**src/rtl/a20_gate_pkg.sv**
```systemverilog
package a20_gate_pkg;
  localparam logic [7:0] CMD_WR_OUTPORT = 8'hD1;
  localparam int         GATE_BIT       = 1;
  localparam logic       GATE_RST       = 1'b1;
endpackage

```
**src/rtl/host_wr_sync.sv**
```systemverilog
module host_wr_sync #(
  parameter int SYNC_STAGES = 2,
  parameter int DATA_W      = 8
) (
  input  logic              clk_i,
  input  logic              rst_ni,
  input  logic              wr_n_i,
  input  logic              sel_i,
  input  logic              cmd_i,
  input  logic [DATA_W-1:0] data_i,
  output logic              wr_rise_o,
  output logic              cap_sel_o,
  output logic              cap_cmd_o,
  output logic [DATA_W-1:0] cap_data_o
);
  localparam int LAST = SYNC_STAGES - 1;

  logic [SYNC_STAGES-1:0] sync_q;
  logic                   prev_q;

  always_ff @(posedge clk_i or negedge rst_ni) begin
    if (!rst_ni) begin
      sync_q <= '1;
      prev_q <= 1'b1;
    end else begin
      sync_q <= {sync_q[SYNC_STAGES-2:0], wr_n_i};
      prev_q <= sync_q[LAST];
    end
  end

  // bus is sampled while the synchronized strobe is still low
  always_ff @(posedge clk_i or negedge rst_ni) begin
    if (!rst_ni) begin
      cap_sel_o  <= 1'b0;
      cap_cmd_o  <= 1'b0;
      cap_data_o <= '0;
    end else if (!sync_q[LAST]) begin
      cap_sel_o  <= sel_i;
      cap_cmd_o  <= cmd_i;
      cap_data_o <= data_i;
    end
  end

  assign wr_rise_o = sync_q[LAST] & ~prev_q;
endmodule

```
**src/rtl/a20_cmd_decoder.sv**
```systemverilog
module a20_cmd_decoder
  import a20_gate_pkg::*;
#(
  parameter int DATA_W = 8
) (
  input  logic              clk_i,
  input  logic              rst_ni,
  input  logic              wr_rise_i,
  input  logic              sel_i,
  input  logic              cmd_i,
  input  logic [DATA_W-1:0] data_i,
  output logic              armed_o,
  output logic              gate_o
);
  always_ff @(posedge clk_i or negedge rst_ni) begin
    if (!rst_ni) begin
      armed_o <= 1'b0;
      gate_o  <= GATE_RST;
    end else if (wr_rise_i && sel_i) begin
      if (cmd_i) begin
        armed_o <= (data_i == DATA_W'(CMD_WR_OUTPORT));
      end else begin
        if (armed_o) gate_o <= data_i[GATE_BIT];
        armed_o <= 1'b0;
      end
    end
  end
endmodule

```
**src/rtl/a20_gate_ctrl.sv**
```systemverilog
module a20_gate_ctrl
  import a20_gate_pkg::*;
#(
  parameter int NUM_CS      = 2,
  parameter int DATA_W      = 8,
  parameter int SYNC_STAGES = 2
) (
  input  logic              clk_i,
  input  logic              rst_ni,
  input  logic [NUM_CS-1:0] host_cs_n_i,
  input  logic              host_wr_n_i,
  input  logic              host_cmd_i,
  input  logic [DATA_W-1:0] host_data_i,
  input  logic              fast_en_i,
  input  logic              sw_we_i,
  input  logic              sw_d_i,
  input  logic              pin_dir_i,
  output logic              a20_o,
  output logic              a20_oe_o
);
  logic              wr_rise;
  logic              cap_sel;
  logic              cap_cmd;
  logic [DATA_W-1:0] cap_data;
  logic              armed;
  logic              hw_a20;
  logic              sw_a20_q;

  host_wr_sync #(.SYNC_STAGES(SYNC_STAGES), .DATA_W(DATA_W)) u_sync (
    .clk_i      (clk_i),
    .rst_ni     (rst_ni),
    .wr_n_i     (host_wr_n_i),
    .sel_i      (~host_cs_n_i[0]),
    .cmd_i      (host_cmd_i),
    .data_i     (host_data_i),
    .wr_rise_o  (wr_rise),
    .cap_sel_o  (cap_sel),
    .cap_cmd_o  (cap_cmd),
    .cap_data_o (cap_data)
  );

  a20_cmd_decoder #(.DATA_W(DATA_W)) u_dec (
    .clk_i     (clk_i),
    .rst_ni    (rst_ni),
    .wr_rise_i (wr_rise),
    .sel_i     (cap_sel),
    .cmd_i     (cap_cmd),
    .data_i    (cap_data),
    .armed_o   (armed),
    .gate_o    (hw_a20)
  );

  always_ff @(posedge clk_i or negedge rst_ni) begin
    if (!rst_ni)      sw_a20_q <= GATE_RST;
    else if (sw_we_i) sw_a20_q <= sw_d_i;
  end

  assign a20_o    = fast_en_i ? hw_a20 : sw_a20_q;
  assign a20_oe_o = pin_dir_i;
endmodule

```
**config.mk**
```make
export PLATFORM = sky130hd
export DESIGN_NAME = a20_gate_ctrl
export DESIGN_NICKNAME = d
export VERILOG_FILES = /design/src/rtl/a20_gate_pkg.sv /design/src/rtl/host_wr_sync.sv /design/src/rtl/a20_cmd_decoder.sv /design/src/rtl/a20_gate_ctrl.sv
export SDC_FILE = /design/constraint.sdc
export NUM_CORES = 1
export LEC_CHECK = 0
export BUFFER_PORTS_ARGS = -buffer_cell sky130_fd_sc_hd__buf_2
export CAP_MARGIN = 40
export CORE_MARGIN = 2
export CORE_UTILIZATION = 42
export DETAILED_ROUTE_END_ITERATION = 12
export GPL_TIMING_DRIVEN = 0
export MAX_ROUTING_LAYER = met4
export PLACE_DENSITY = 0.71
export RECOVER_POWER = 50
export SYNTH_ARGS = -nofsm -noshare
export SYNTH_HDL_FRONTEND = slang
export SYNTH_SLANG_ARGS = --single-unit
```
**constraint.sdc**
```tcl
create_clock -name clk_i -period 1.2 [get_ports clk_i]
set_input_delay 0.06 -clock clk_i [delete_from_list [all_inputs] [get_ports clk_i]]
set_output_delay 0.06 -clock clk_i [all_outputs]
set_load 0.05 [all_outputs]
```
# == Yosys cells after proc, flatten, opt, wreduce, memory -nomap -nowiden ==
# Index checks and enable logic that the tools add are counted.
# word_totals
in_bits,18
output_inout_bits,2
reg_bits,16
# classes
n_eq_ne,1
bitwise,4
n_mux,2
reduce_logical,2
# op_table
cell,count
$eq 8x8->1 const B,1
$not 1->1,3
$reduce_and 3->1,1
$mux 1,2
$and 1x1->1,1
$logic_and 1x1->1,1

# == Logic depth before layout (Yosys ltp) ==
# depth
word_depth,4
ltp_mapped,3
mapped_depth_nobuf,3

# == By module ==
# A second synthesis with hierarchy kept.
# hier_totals
cells_unflattened,39
area_unflattened_um2,664.4
# by_module_without_submodules
mod,seq_area_each_um2,cells_per_inst,area_per_inst_um2,n_inst
host_wr_sync,329.1,25,493.0,1
a20_cmd_decoder,51.3,9,107.6,1
a20_gate_ctrl,26.3,5,63.8,1

# == Worst setup path after synthesis ==
# OpenSTA, ideal clock, no wires.
# synth_path
path_type,register to register
start,reg u_sync.sync_q[1]
end,reg u_dec.gate_o
path_stages_with_launch,4
setup_ns,0.082
slack_ns,-0.036
arrival_time_ns,1.154
path_buffers,0
path_cell_list,dfstp_2 > nand3b_1 > nor3b_2 > mux2_2
# synth_between
elab_chain_cells,3
# synth_rtl
item,line,rtl
start: declaration,host_wr_sync.sv:18,logic [SYNC_STAGES-1:0] sync_q;
start signal: assignment,host_wr_sync.sv:26,"sync_q <= {sync_q[SYNC_STAGES-2:0], wr_n_i};"
$and 1x1->1,host_wr_sync.sv:44,assign wr_rise_o = sync_q[LAST] & ~prev_q;
$logic_and 1x1->1,a20_cmd_decoder.sv:19,end else if (wr_rise_i && sel_i) begin
$reduce_and 3->1 (no source line),n/a,
end signal: assignment,a20_cmd_decoder.sv:23,if (armed_o) gate_o <= data_i[GATE_BIT];
end: declaration,a20_cmd_decoder.sv:13,output logic gate_o
# No other way between the ends.
# A chain may end at the register's enable or synchronous reset.

# == Final worst setup path ==
# Ends and elaborated chain as after synthesis.

==> reports/qor.yml <==
status: "complete, but fails checks"
violations: "setup timing"
die_w_um: 42.6
antenna_cells: 0
wl_per_cell_um: 12.4
final_common_cell: "buf_2"
wl_um: 1020
seq_area_frac_synth: 0.649
cp.required_ps: 1410
grt_pass1_vias: 439
num-fill-cells: 116
hold_class: "in2reg"
timing.final.hold_violations: 0
drt-pass1-iter-count: 1
dieArea_um2: 1820
rsz0062_at_grt: "yes"
synthSimpleGateAreaFrac: 0.0818
clock_tree.root_cell: "clkbuf_4"
synthTopCellsByArea: "dfrtp_1 44%, mux2_2 22%, dfstp_2 21%, nand3b_1 2.4%, nor4b_2 2.4%"
worstPathArrival_ps: 1460
syn-num-nets: 57
grt_start_max_net_pins: 17
skew_ps: 1.33
powerDensity_nw_per_um2: 1280
layout_common_cells: "14 x buf_2, 11 x dfrtp_1, 10 x mux2_2, 5 x dlygate4sd3_1, 5 x dfstp_2"
cts_buffer_depth: 2
synth-xor-area-share: 0
synth_top_area_frac: 0.439
tns_ps: -49.0
cts_tree: "yes"
min_to: "u_sync.cap_data_o[5]$_DFFE_PN0N_"
min_from: "host_data_i[5]"
fin_crit_sh: 1.04
tightest_slew_ps: 812
synth_top_area_cell: "dfrtp_1"
path_max_fanout: 3
maxSlewViolCount: 0
synth_area_um2: 627
clkTransAtPathRegs_ps: 90
detail-route-antenna-nets: 0
start_util: 0.464
drive_above_1_share: 0.642
grt_pass1_wl_um: 1860
grt_use_total: 0.142
worstSkewPairLatency_ps: 270
irDropWorstVdd_v: 0.000635
synth_top_family_by_area: "multiplexers"
synthCells: 39
syn2layout_area_growth_pct: 36.3
dieHeight_um: 42.6
fin_nets: 86
ys.warnings.count: 0
max_cap_viol_count: 0
cts_made_buffers: 3
rr_worst_depth: 3
slew_headroom: 0.459
vias: 396
syn_avg_cell_area_um2: 16.1
synthMuxAreaShare: 0.232
row_count: 13
synth_seq_cells: 16
holdPathStages: 2
rr_startpoint: "u_sync.sync_q[1]$_DFF_PN1_"
fin_ws_ps: -47.5
place_congestion: 0.643
rrSetupSlack_ps: -50
gr-total-overflow: 0
synth_compound_area_frac: 0.0120
remaining_drc_errors: 0
synth_cell_type_count: 13
cp-end-kind: "flop"
fmax_ghz: 0.802
synthAdderAreaFrac: 0
dp_slack_ps: -77.5
htreeDepth: 1
finalCriticalPeriod_ps: 1250
core_region_area_um2: 1350
antenna_found_initial: 0
crit_type: "reg2reg"
crit_path_start_kind: "flop"
p_leak_nw: 0.383
dp_hpwl_um: 733
cts.sinks: 16
vias_per_cell: 4.83
setup_violations: 2
io_buffers: 17
ios: 20
critical_path.reg2reg.endpoint: "u_dec.gate_o$_DFFE_PN1P_"
drtIter0Drc: 0
==> area by class of cell <==
| type | instances | area [um^2] | area share |
|---|---|---|---|
| inverters | 1 | 3.75 | 0.00439 |
| repair buffers | 24 | 158 | 0.184 |
| well taps | 15 | 18.8 | 0.0220 |
| flip-flops and latches | 16 | 407 | 0.476 |
| plain buffers | 2 | 15.0 | 0.0176 |
| clock buffers | 4 | 36.3 | 0.0425 |
| multi-input cells | 20 | 216 | 0.253 |
==> registers in the layout (all words and copies together), names as in the netlist <==
| name | cells |
|---|---|
| sw_a20_q | 1 |
| u_sync.cap_sel_o | 1 |
| u_sync.cap_data_o | 8 |
| u_sync.cap_cmd_o | 1 |
| u_dec.gate_o | 1 |
| u_sync.sync_q | 2 |
| u_dec.armed_o | 1 |
| u_sync.prev_q | 1 |
==> synthesized netlist by cell type <==
| cell type | count |
|---|---|
| nor4b_2 | 1 |
| nand3_1 | 1 |
| nor3b_2 | 1 |
| mux2i_1 | 1 |
| buf_2 | 1 |
| mux2_2 | 12 |
| inv_1 | 1 |
| o31ai_1 | 1 |
| dfrtp_1 | 11 |
| nand2_1 | 1 |
| nand3b_1 | 2 |
| dfstp_2 | 5 |
| buf_4 | 1 |
==> how the worst max path moves through the flow <==
stage / slack [ps] / to / cells past startpoint / startpoint
after CTS: -50 / u_dec.gate_o$_DFFE_PN1P_ / 3 / u_sync.sync_q[1]$_DFF_PN1_
after detailed placement: -80 / u_sync.cap_data_o[7]$_DFFE_PN0N_ / 2 / u_sync.sync_q[1]$_DFF_PN1_
after floorplan: -2 / u_dec.gate_o$_DFFE_PN1P_ / 3 / u_sync.sync_q[1]$_DFF_PN1_
after global placement: -50 / u_sync.cap_data_o[0]$_DFFE_PN0N_ / 2 / u_sync.sync_q[1]$_DFF_PN1_
after global routing: -90 / u_dec.gate_o$_DFFE_PN1P_ / 3 / u_sync.sync_q[1]$_DFF_PN1_
final: -50 / u_dec.gate_o$_DFFE_PN1P_ / 3 / u_sync.sync_q[1]$_DFF_PN1_
==> critical path: stages (launching register included) <==
cell and delay, ps:
dfstp_2 550, nand3b_1 110, nor3b_2 210, mux2_4 320
==> timing repair <==
action                                  CTS  global route
pin swaps                                 1             1
endpoints found under the setup margin   11            11
gates resized for setup                   5             1
buffers inserted                          2             0
hold buffers                              5             0
hold endpoints to repair                 20             0
==> layer usage <==
metal | track usage | wire length, um | up-vias
li1 | - | - | 193
met1 | 0.160 | 437 | 191
met2 | 0.227 | 523 | 10
met3 | 0.0259 | 44 | 2
met4 | 0.0938 | 12 | 0
met5 | - | 0 | -
==> logic make-up (layout without fill, tap and decap cells) <==
family,Yosys count,count (layout)
flip-flops,16,16
multiplexers,13,13
AND/OR/NAND/NOR,6,6
buffers and inverters,3,31
AO/OA/AOI/OAI,1,1
==> per-stage QoR <==
stage	std cells	hold slack, ps	total power [mW]	util	area (um^2)
final	82	10.5	1.10	0.633	855
after global routing	82	3.90	1.16	0.633	855
after CTS	82	0.959	1.12	0.631	852
after detailed placement	71	-15.4	0.743	0.544	734
after global placement	71	-15.4	0.736	0.544	734
after floorplan	39	-236	0.691	-	631
==> power by group <==
part / total (mW) / switching [mW] / internal, mW
registers: 0.614 / 0.0255 / 0.589
logic: 0.142 / 0.0571 / 0.0848
clock network: 0.340 / 0.155 / 0.184
total: 1.10 / 0.238 / 0.858
Power figures use the tool's default switching activity.
